`src/rtl/seg_xlate_pkg.sv`:
```
package seg_xlate_pkg;

  typedef enum logic [1:0] {
    ACC_READ  = 2'b00,
    ACC_WRITE = 2'b01,
    ACC_EXEC  = 2'b10,
    ACC_RSVD  = 2'b11
  } acc_kind_e;

  localparam int PERM_BITS = 3;
  localparam int PERM_RD   = 0;
  localparam int PERM_WR   = 1;
  localparam int PERM_EX   = 2;

endpackage

```
`src/rtl/seg_mode_ctrl.sv`:
```
module seg_mode_ctrl (
  input  logic clk,
  input  logic rst_n,
  input  logic sup_mode,
  input  logic trap_enter,
  input  logic mode_wr,
  input  logic mode_wdata,
  output logic map_on
);

  logic map_on_nxt;

  always_comb begin
    map_on_nxt = map_on;
    if (trap_enter) begin
      map_on_nxt = 1'b0;
    end else if (mode_wr && sup_mode) begin
      map_on_nxt = mode_wdata;
    end
  end

  always_ff @(posedge clk or negedge rst_n) begin
    if (!rst_n) begin
      map_on <= 1'b0;
    end else begin
      map_on <= map_on_nxt;
    end
  end

endmodule

```
`src/rtl/seg_desc_table.sv`:
```
module seg_desc_table
  import seg_xlate_pkg::*;
#(
  parameter int NSEG   = 4,
  parameter int IDX_W  = 2,
  parameter int BASE_W = 32,
  parameter int OFF_W  = 30
) (
  input  logic                 clk,
  input  logic                 rst_n,
  input  logic                 ld_go,
  input  logic [IDX_W-1:0]     ld_idx,
  input  logic [BASE_W-1:0]    ld_base,
  input  logic [OFF_W-1:0]     ld_limit,
  input  logic [PERM_BITS-1:0] ld_perm,
  input  logic                 ld_present,
  input  logic                 use_go,
  input  logic [IDX_W-1:0]     use_idx,
  input  logic                 use_write,
  input  logic [IDX_W-1:0]     lk_idx,
  output logic [BASE_W-1:0]    lk_base,
  output logic [OFF_W-1:0]     lk_limit,
  output logic [PERM_BITS-1:0] lk_perm,
  output logic                 lk_present,
  input  logic [IDX_W-1:0]     st_idx,
  output logic                 st_touched,
  output logic                 st_written
);

  logic [BASE_W-1:0]    base_q    [NSEG];
  logic [OFF_W-1:0]     limit_q   [NSEG];
  logic [PERM_BITS-1:0] perm_q    [NSEG];
  logic                 present_q [NSEG];
  logic                 touched_q [NSEG];
  logic                 written_q [NSEG];

  logic [BASE_W-1:0]    base_d    [NSEG];
  logic [OFF_W-1:0]     limit_d   [NSEG];
  logic [PERM_BITS-1:0] perm_d    [NSEG];
  logic                 present_d [NSEG];
  logic                 touched_d [NSEG];
  logic                 written_d [NSEG];

  // a load of an entry wins over a usage update in the same cycle
  always_comb begin
    for (int i = 0; i < NSEG; i++) begin
      base_d[i]    = base_q[i];
      limit_d[i]   = limit_q[i];
      perm_d[i]    = perm_q[i];
      present_d[i] = present_q[i];
      touched_d[i] = touched_q[i];
      written_d[i] = written_q[i];
      if (ld_go && (ld_idx == IDX_W'(i))) begin
        base_d[i]    = ld_base;
        limit_d[i]   = ld_limit;
        perm_d[i]    = ld_perm;
        present_d[i] = ld_present;
        touched_d[i] = 1'b0;
        written_d[i] = 1'b0;
      end else if (use_go && (use_idx == IDX_W'(i))) begin
        touched_d[i] = 1'b1;
        written_d[i] = written_q[i] | use_write;
      end
    end
  end

  always_ff @(posedge clk or negedge rst_n) begin
    if (!rst_n) begin
      for (int i = 0; i < NSEG; i++) begin
        base_q[i]    <= '0;
        limit_q[i]   <= '0;
        perm_q[i]    <= '0;
        present_q[i] <= 1'b0;
        touched_q[i] <= 1'b0;
        written_q[i] <= 1'b0;
      end
    end else begin
      for (int i = 0; i < NSEG; i++) begin
        base_q[i]    <= base_d[i];
        limit_q[i]   <= limit_d[i];
        perm_q[i]    <= perm_d[i];
        present_q[i] <= present_d[i];
        touched_q[i] <= touched_d[i];
        written_q[i] <= written_d[i];
      end
    end
  end

  assign lk_base    = base_q[lk_idx];
  assign lk_limit   = limit_q[lk_idx];
  assign lk_perm    = perm_q[lk_idx];
  assign lk_present = present_q[lk_idx];
  assign st_touched = touched_q[st_idx];
  assign st_written = written_q[st_idx];

endmodule

```
`src/rtl/seg_xlate_path.sv`:
```
module seg_xlate_path
  import seg_xlate_pkg::*;
#(
  parameter int PA_W   = 32,
  parameter int BASE_W = 32,
  parameter int OFF_W  = 30
) (
  input  logic [BASE_W-1:0]    base,
  input  logic [OFF_W-1:0]     limit,
  input  logic [PERM_BITS-1:0] perm,
  input  logic                 present,
  input  logic [OFF_W-1:0]     offset,
  input  acc_kind_e            kind,
  output logic [PA_W-1:0]      paddr,
  output logic                 seg_fault,
  output logic                 prot_fault
);

  logic over_limit;
  logic kind_ok;

  // sum and bound test both start from the raw offset: no serial dependency
  assign paddr      = PA_W'(base) + PA_W'(offset);
  assign over_limit = offset > limit;

  always_comb begin
    unique case (kind)
      ACC_READ:  kind_ok = perm[PERM_RD];
      ACC_WRITE: kind_ok = perm[PERM_WR];
      ACC_EXEC:  kind_ok = perm[PERM_EX];
      default:   kind_ok = 1'b0;
    endcase
  end

  assign seg_fault  = !present;
  assign prot_fault = present && (over_limit || !kind_ok);

endmodule

```
`src/rtl/seg_xlate_unit.sv`:
```
module seg_xlate_unit
  import seg_xlate_pkg::*;
#(
  parameter int VA_W  = 32,
  parameter int SEG_W = 2,
  parameter int PA_W  = 32
) (
  input  logic                 clk,
  input  logic                 rst_n,
  input  logic                 req_valid,
  output logic                 req_ready,
  input  logic [VA_W-1:0]      req_vaddr,
  input  logic [1:0]           req_kind,
  input  logic                 sup_mode,
  input  logic                 trap_enter,
  input  logic                 mode_wr,
  input  logic                 mode_wdata,
  input  logic                 ld_en,
  input  logic [SEG_W-1:0]     ld_idx,
  input  logic [PA_W-1:0]      ld_base,
  input  logic [VA_W-SEG_W-1:0] ld_limit,
  input  logic [PERM_BITS-1:0] ld_perm,
  input  logic                 ld_present,
  input  logic [SEG_W-1:0]     st_idx,
  output logic                 st_touched,
  output logic                 st_written,
  output logic                 rsp_valid,
  output logic [PA_W-1:0]      rsp_paddr,
  output logic                 rsp_seg_fault,
  output logic                 rsp_prot_fault
);

  localparam int OFF_W = VA_W - SEG_W;
  localparam int NSEG  = 1 << SEG_W;

  // reset: asserted at once, released through two flops
  logic [1:0] rst_pipe;
  logic       rst_ok;

  always_ff @(posedge clk or negedge rst_n) begin
    if (!rst_n) begin
      rst_pipe <= 2'b00;
    end else begin
      rst_pipe <= {rst_pipe[0], 1'b1};
    end
  end
  assign rst_ok = rst_pipe[1];

  logic             accept;
  logic [SEG_W-1:0] seg_idx;
  logic [OFF_W-1:0] offset;
  acc_kind_e        kind;
  logic             map_on;

  assign req_ready = rst_ok;
  assign accept    = req_valid && req_ready;
  assign seg_idx   = req_vaddr[VA_W-1 -: SEG_W];
  assign offset    = req_vaddr[OFF_W-1:0];
  assign kind      = acc_kind_e'(req_kind);

  seg_mode_ctrl u_mode (
    .clk        (clk),
    .rst_n      (rst_ok),
    .sup_mode   (sup_mode),
    .trap_enter (trap_enter),
    .mode_wr    (mode_wr),
    .mode_wdata (mode_wdata),
    .map_on     (map_on)
  );

  logic [PA_W-1:0]      lk_base;
  logic [OFF_W-1:0]     lk_limit;
  logic [PERM_BITS-1:0] lk_perm;
  logic                 lk_present;
  logic [PA_W-1:0]      map_paddr;
  logic                 map_seg_fault;
  logic                 map_prot_fault;
  logic                 use_go;

  assign use_go = accept && map_on && !map_seg_fault && !map_prot_fault;

  seg_desc_table #(
    .NSEG   (NSEG),
    .IDX_W  (SEG_W),
    .BASE_W (PA_W),
    .OFF_W  (OFF_W)
  ) u_table (
    .clk        (clk),
    .rst_n      (rst_ok),
    .ld_go      (ld_en && sup_mode),
    .ld_idx     (ld_idx),
    .ld_base    (ld_base),
    .ld_limit   (ld_limit),
    .ld_perm    (ld_perm),
    .ld_present (ld_present),
    .use_go     (use_go),
    .use_idx    (seg_idx),
    .use_write  (kind == ACC_WRITE),
    .lk_idx     (seg_idx),
    .lk_base    (lk_base),
    .lk_limit   (lk_limit),
    .lk_perm    (lk_perm),
    .lk_present (lk_present),
    .st_idx     (st_idx),
    .st_touched (st_touched),
    .st_written (st_written)
  );

  seg_xlate_path #(
    .PA_W   (PA_W),
    .BASE_W (PA_W),
    .OFF_W  (OFF_W)
  ) u_path (
    .base       (lk_base),
    .limit      (lk_limit),
    .perm       (lk_perm),
    .present    (lk_present),
    .offset     (offset),
    .kind       (kind),
    .paddr      (map_paddr),
    .seg_fault  (map_seg_fault),
    .prot_fault (map_prot_fault)
  );

  // response stage: next-state then register, address held by clock enable
  logic            rsp_valid_d;
  logic [PA_W-1:0] rsp_paddr_d;
  logic            rsp_seg_d;
  logic            rsp_prot_d;

  always_comb begin
    rsp_valid_d = accept;
    rsp_seg_d   = accept && map_on && map_seg_fault;
    rsp_prot_d  = accept && map_on && map_prot_fault;
    rsp_paddr_d = map_on ? map_paddr : PA_W'(req_vaddr);
  end

  always_ff @(posedge clk or negedge rst_ok) begin
    if (!rst_ok) begin
      rsp_valid      <= 1'b0;
      rsp_seg_fault  <= 1'b0;
      rsp_prot_fault <= 1'b0;
      rsp_paddr      <= '0;
    end else begin
      rsp_valid      <= rsp_valid_d;
      rsp_seg_fault  <= rsp_seg_d;
      rsp_prot_fault <= rsp_prot_d;
      if (accept) begin
        rsp_paddr <= rsp_paddr_d;
      end
    end
  end

endmodule

```
`config.mk`:
```
export PLATFORM = sky130hd
export DESIGN_NAME = seg_xlate_unit
export DESIGN_NICKNAME = d
export VERILOG_FILES = /design/src/rtl/seg_xlate_pkg.sv /design/src/rtl/seg_mode_ctrl.sv /design/src/rtl/seg_desc_table.sv /design/src/rtl/seg_xlate_path.sv /design/src/rtl/seg_xlate_unit.sv
export SDC_FILE = /design/constraint.sdc
export NUM_CORES = 1
export LEC_CHECK = 0
export BUFFER_PORTS_ARGS = -buffer_cell sky130_fd_sc_hd__buf_2
export CAP_MARGIN = 40
export CORE_ASPECT_RATIO = 0.8
export CORE_MARGIN = 2
export CORE_UTILIZATION = 38
export DETAILED_ROUTE_END_ITERATION = 10
export GPL_ROUTABILITY_DRIVEN = 1
export PLACE_DENSITY = 0.52
export SYNTH_ARGS = -nofsm -noshare
export SYNTH_HDL_FRONTEND = slang
export SYNTH_HIERARCHICAL = 1
export SYNTH_SLANG_ARGS = --single-unit
```
`constraint.sdc`:
```
create_clock -name clk -period 23.8 [get_ports clk]
set_input_delay 1.19 -clock clk [delete_from_list [all_inputs] [get_ports clk]]
set_output_delay 1.19 -clock clk [all_outputs]
set_load 0.05 [all_outputs]
```
* Yosys cells after proc, flatten, opt, wreduce, memory -nomap -nowiden
Cells that the tools add are included.
** Operators by class
- Muxes and demuxes :: 38
- Equal/unequal tests :: 8
- Magnitude comparators :: 3
- Add/sub/neg operators :: 1
- Reduce and logical (&&, ||, !) cells :: 29
- Bitwise operators :: 6
** Operators with widths (count)
- 32-bit two-way mux :: 3
- 32-bit binary-select mux with 2-bit select :: 1
- 30-bit binary-select mux with 2-bit select :: 1
- 30-bit two-way mux :: 2
- 32-bit by 30-bit adder with 32-bit output :: 1
- 30-bit greater-than comparator :: 1
- 1-bit two-way mux :: 24
- 1-bit logical AND :: 17
- 2-bit equality test (second input constant) :: 5
- 2-bit nonzero test :: 5
- 1-bit binary-select mux with 2-bit select :: 3
- 3-bit binary-select mux with 2-bit select :: 1
- 2-bit by 1-bit equality test with 1-bit output (second input constant) :: 3
- 3-bit greater-or-equal comparator (second input constant) :: 2
- 2-bit logical NOT :: 3
- 3-bit two-way mux :: 2
- 2-bit inverter with 3-bit output :: 2
- 1-bit OR :: 4
- 1-bit logical NOT :: 3
- 1-bit one-hot mux with 3 select lines :: 1
- 1-bit logical OR :: 1
** Storage, ports and cells
- Logic and storage cells :: 115
- Flip-flop bits (word level) :: 310
- Input port bits :: 112
- Output and inout port bits :: 38

* Logic depth before layout (Yosys ltp)
- Depth after elaboration :: 13
- Mapped depth :: 16
- Gate-level depth less buffers :: 14

* Modules after synthesis
Netlist, hierarchy kept.
** Modules (own cells, without submodules)
- seg_desc_table :: seq. area each 6806.5 µm², instances 1, area an instance 11728.7 µm², cells each 669
- seg_xlate_path :: seq. area each 0.0 µm², instances 1, area an instance 2396.0 µm², cells each 338
- seg_xlate_unit :: seq. area each 925.9 µm², instances 1, area an instance 1843.0 µm², cells each 157
- seg_mode_ctrl :: seq. area each 25.0 µm², instances 1, area an instance 48.8 µm², cells each 4

* Least setup slack after synthesis
OpenSTA, ideal clock, no wires.
- Path kind :: register -> register
- Start :: register rst_pipe[1]
- End :: register u_table/touched_q[3] (netlist bit)
- Period minus slack after synthesis :: 9.423 ns
- Slack :: 14.377 ns
- Setup time :: 0.077 ns
- Buffers on the path :: 1
- Arrival :: 9.346 ns
- Required time :: 23.723 ns
- Cell stages (with the launch flop) :: 6
- Cells stage by stage :: dfrtp_1 -> buf_2 -> nand3_1 -> nor3_1 -> or3b_2 -> a21oi_1
** Between the ends
- Longest elaborated chain between the ends :: 6
** Ends and longest elaborated chain
- from (decl) :: RTL line seg_xlate_unit.sv:37 : logic [1:0] rst_pipe;
- from (signal assigned) :: RTL line seg_xlate_unit.sv:44 : rst_pipe <= {rst_pipe[0], 1'b1};
- 1-bit logical AND :: RTL line seg_xlate_unit.sv:56 : assign accept = req_valid && req_ready;
- 1-bit logical AND (3 in series) :: RTL line seg_xlate_unit.sv:80 : assign use_go = accept && map_on && !map_seg_fault && !map_prot_fault;
- net use_go :: RTL line seg_xlate_unit.sv:78 : logic use_go;
- 1-bit logical AND :: RTL line seg_desc_table.sv:60 : end else if (use_go && (use_idx == IDX_W'(i))) begin
- 2-bit nonzero test (no line)
- to (signal, indexed assignment) :: RTL line seg_desc_table.sv:83 : touched_q[i] <= touched_d[i];
- to (decl) :: RTL line seg_desc_table.sv:34 : logic touched_q [NSEG];
The timed path passes the listed nets, and every way through them passes these cells.
A chain may end at the register's enable or synchronous reset.

* Worst setup path after layout
- Start :: input req_vaddr[30]
- End :: register u_table/touched_q[3] (netlist bit)
** Between the ends
- Elaborated cells on any way between the ends :: 21
- Those cells by class :: order compare: 1; mux: 10; bitwise: 1; reduce/logical: 9
** RTL lines
- from (decl) :: RTL line seg_xlate_unit.sv:12 : input logic [VA_W-1:0] req_vaddr,
- 2-bit inverter with 3-bit output (implied by the code) :: RTL line seg_desc_table.sv:90 : assign lk_limit = limit_q[lk_idx];
- 30-bit binary-select mux with 2-bit select :: RTL line seg_desc_table.sv:90
- 30-bit two-way mux (implied by the code) (2 in series) :: RTL line seg_desc_table.sv:90
- net lk_limit[15] :: RTL line seg_xlate_unit.sv:72 : logic [OFF_W-1:0] lk_limit;
- 30-bit greater-than comparator :: RTL line seg_xlate_path.sv:24 : assign over_limit = offset > limit;
- 1-bit logical OR :: RTL line seg_xlate_path.sv:36 : assign prot_fault = present && (over_limit || !kind_ok);
- 1-bit logical AND :: RTL line seg_xlate_path.sv:36
- net map_prot_fault :: RTL line seg_xlate_unit.sv:77 : logic map_prot_fault;
- 1-bit logical NOT :: RTL line seg_xlate_unit.sv:80
- 1-bit logical AND :: RTL line seg_xlate_unit.sv:80
- net use_go :: RTL line seg_xlate_unit.sv:78
- 1-bit logical AND :: RTL line seg_desc_table.sv:60
- 2-bit nonzero test (no line)
The timed path passes the listed nets, and every way through them passes these cells. The select of a mux whose other input is x is not followed.

==> impl_metrics.py <==
metrics = {
    "global_route": {
        "grt_pass1_wl_mm": 65.8,
        "antenna_found_initial": 5,
        "grt_overflow": 0,
        "grt_usage_pct": 19.8,
        "grt_pass1_vias": 10700,
        "grt_max_degree": 184,
    },
    "logic_synthesis": {
        "ys_top_cells_by_count": "310 x dfrtp_1, 261 x mux2_2, 79 x a21oi_1",
        "synth_nets": 1341,
        "syn_inst": 1168,
        "synth_top_area_share_pct": 48.4,
        "synthTopCellsByArea": "dfrtp_1 48%, mux2_2 18%, mux4_2 9.6%, ha_1 4.7%, a21oi_1 2.5%",
        "synth_area_um2": 16000,
        "synth_cell_types": 64,
        "synth-async-reset-ratio_pct": 100,
        "yosysMostFrequentCell": "dfrtp_1",
        "synth-seq-cells": 310,
        "synth_edf_count": 0,
        "synth_flop_cell": "dfrtp_1",
        "ys_warn_count": 6,
        "avgSynthCellArea_um2": 13.7,
        "yosysSeqAreaShare_pct": 48.4,
        "synth_top_area_cell": "dfrtp_1",
    },
    "route": {
        "avgViaCountPerCell": 5.38,
        "wl_met2_mm": 18.9,
        "wl_met1_mm": 20.7,
        "drc": 0,
        "wl_per_cell_um": 22.4,
        "drtIter0Drc": 667,
        "routed_wl_mm": 42.3,
        "vias": 10200,
        "top_layer_used": "met5",
        "postRouteAntennaNets": 0,
        "met3_length_mm": 1.96,
        "firstDrtPassIters": 5,
    },
    "placed_design": {
        "place_area_um2": 17200,
        "place_ws_ns": 17.43,
        "dp_hpwl_mm": 28.6,
        "portBuffers": 149,
        "globalplace.congestion": 0.836,
    },
    "cts": {
        "cts_resized": 0,
        "cts_tree": "built",
        "clock-root-buffer": "clkbuf_16",
        "ctsHoldBuffers": 0,
        "clockBufferDepth": 3,
        "cts_made_buffers": 37,
        "clock_sinks": 310,
        "cts_setup_buffers": 0,
        "clkTransAtPathRegs_ns": 0.06,
        "htreeDepth": 2,
        "clk_latency_ns": 0.54,
    },
    "cells_and_area": {
        "final_area_um2": 18500,
        "layout-drive-gt1-share_pct": 44.7,
        "fin_nets": 1481,
        "area_delta_synth_final_pct": 15.3,
    },
    "sta": {
        "clock_skew_ns": 0.0202,
        "rsz0062_at_grt": "false",
        "setup_slack_ns": 18.03,
        "tightest_slew_ns": 0.960,
        "final.min_clock_period_ns": 5.77,
        "setup_viol": 0,
        "whs_ns": 0.345,
        "max_freq_ghz": 0.173,
        "setup_tns_ns": 0,
        "max-slew-margin-rel_pct": 35.5,
        "hold_viol": 0,
        "fin_crit_sh_pct": 24.2,
        "drv_slew": 0,
    },
    "setup_path": {
        "critPathArrivalTime_ns": 6.22,
        "worst_setup_path_start_kind": "input pin",
        "worst_r2r_endpoint": "u_table/touched_q[3]",
        "end_kind": "flip-flop",
        "rr_worst_depth": 12,
        "r2r-start": "u_table/limit_q[3]",
        "crit_type": "input pin to flip-flop",
        "required_ns": 24.25,
        "critPathMaxFanout": 28,
        "rrSetupSlack_ns": 19.71,
    },
    "floorplan": {
        "start_util_pct": 38.4,
        "pin_count": 150,
        "dieArea_um2": 43800,
        "die_h_um": 188,
        "core_um2": 41700,
        "rows": 67,
        "die_w_um": 234,
    },
    "hold_path": {
        "hold_class": "flip-flop to asynchronous set/reset pin",
    },
    "outcome": {
        "status": "completed",
    },
    "pwr": {
        "irDropWorstVdd_v": 0.0000430,
        "p_total_uw": 1730,
        "power_per_cell_area_nw_per_um2": 93.6,
        "p_leak_uw": 0.00805,
    },
    "job": {
        "maxCapViolations": 0,
    },
}
## per-stage QoR
| step | instances | util, % |
|---|---|---|
| 2_1_floorplan | 1168 | - |
| 3_3_place_gp | 1820 | 41.2 |
| 3_5_place_dp | 1821 | 41.3 |
| 4_1_cts | 1884 | 44.2 |
| 5_1_grt | 1884 | 44.2 |
| 6_report | 1888 | 44.2 |
## registers in the layout (all words and copies together) (netlist names)
register	flops
u_table/touched_q	4
rsp_seg_fault	1
u_table/written_q	4
u_mode/map_on	1
rsp_valid	1
u_table/present_q	4
rst_pipe	2
rsp_paddr	32
u_table/limit_q	120
rsp_prot_fault	1
u_table/perm_q	12
u_table/base_q	128
## how the worst max path moves through the flow
stage	slack (ns)	cells past startpoint	startpoint	end
after floorplan	14.09	0	rst_pipe[1]	rsp_paddr[0]
after global placement	17.45	17	req_vaddr[30]	u_table/touched_q[3]
after detailed placement	17.43	17	req_vaddr[30]	u_table/touched_q[3]
after CTS	18.00	17	req_vaddr[30]	u_table/touched_q[3]
after global routing	17.54	17	req_vaddr[30]	u_table/touched_q[3]
final	18.03	17	req_vaddr[30]	u_table/touched_q[3]
## cell families (layout without fill, tap and decap cells)
logic type / after synthesis / count (layout) / synth area share [%]
compound gates: 190 / 190 / 7.82
buf+inv: 104 / 268 / 3.43
xor+xnor: 30 / 30 / 1.64
mux: 365 / 365 / 30.2
simple gates: 107 / 107 / 3.66
other cells: 1 / 5 / 0.0234
fa+ha+maj: 61 / 61 / 4.81
flops: 310 / 310 / 48.4
## layout make-up
| type | instances | area (um2) |
|---|---|---|
| diodes | 4 | 10.0 |
| clock buffers | 52 | 1080 |
| clock inverters | 11 | 140 |
| fillers | 3891 | 23300 |
| inverters | 40 | 150 |
| multi-input cells | 754 | 7720 |
| flip-flops and latches | 310 | 7760 |
| well taps | 552 | 691 |
| repair buffers | 165 | 903 |
## critical path, stage by stage
cell and delay (ns):
buf_4 0.41, buf_4 0.56, buf_4 0.61, mux4_2 0.58, inv_1 0.07, ha_1 0.23, a21oi_1 0.16, nor2b_1 0.06
o21ai_0 0.15, nand2b_1 0.07, a21oi_1 0.16, o21ai_0 0.10, a221oi_1 0.26, a211oi_1 0.14, nor3_1 0.81, or3b_2 0.50
a21oi_1 0.15
## layer usage
layer  global-route usage [%]  vias up
met5                        0        -
met4                     4.48        4
met3                     3.94       58
met2                     29.9      207
met1                     29.4     5264
li1                         -     4630
## placed cells by master, fill, tap and decap left out, types with 3 or more instances in the layout
cell type,netlist,routed
bufinv_16,0,3
and3_1,8,7
buf_2,28,147
clkinv_2,0,5
o21ai_1,3,3
clkbuf_1,10,7
mux2_1,3,3
mux4_2,68,68
a21o_1,20,20
a21oi_1,79,79
xnor2_1,18,18
xor2_1,12,12
a31oi_1,4,4
diode_2,0,4
inv_1,40,40
nor3_1,6,6
o21a_1,8,8
nor2b_1,7,7
ha_1,60,60
a21oi_2,31,31
nor4_1,3,3
nand3_1,8,8
dfrtp_1,310,308
clkbuf_8,0,6
clkbuf_16,0,39
and2_1,3,3
buf_4,17,16
nor2_1,19,19
mux2i_1,33,33
nand4_1,10,10
a211oi_1,3,3
o21ai_0,21,21
o211ai_1,3,3
nand2_1,24,24
mux2_2,261,261
## report_power, final
group	switching (uW)	internal [uW]	leakage, uW
Sequential	55.9	636	0.00371
Clock	224	350	0.000603
Combinational	240	223	0.00374
Total	520	1210	0.00805
(Power assumes the default switching activity.)
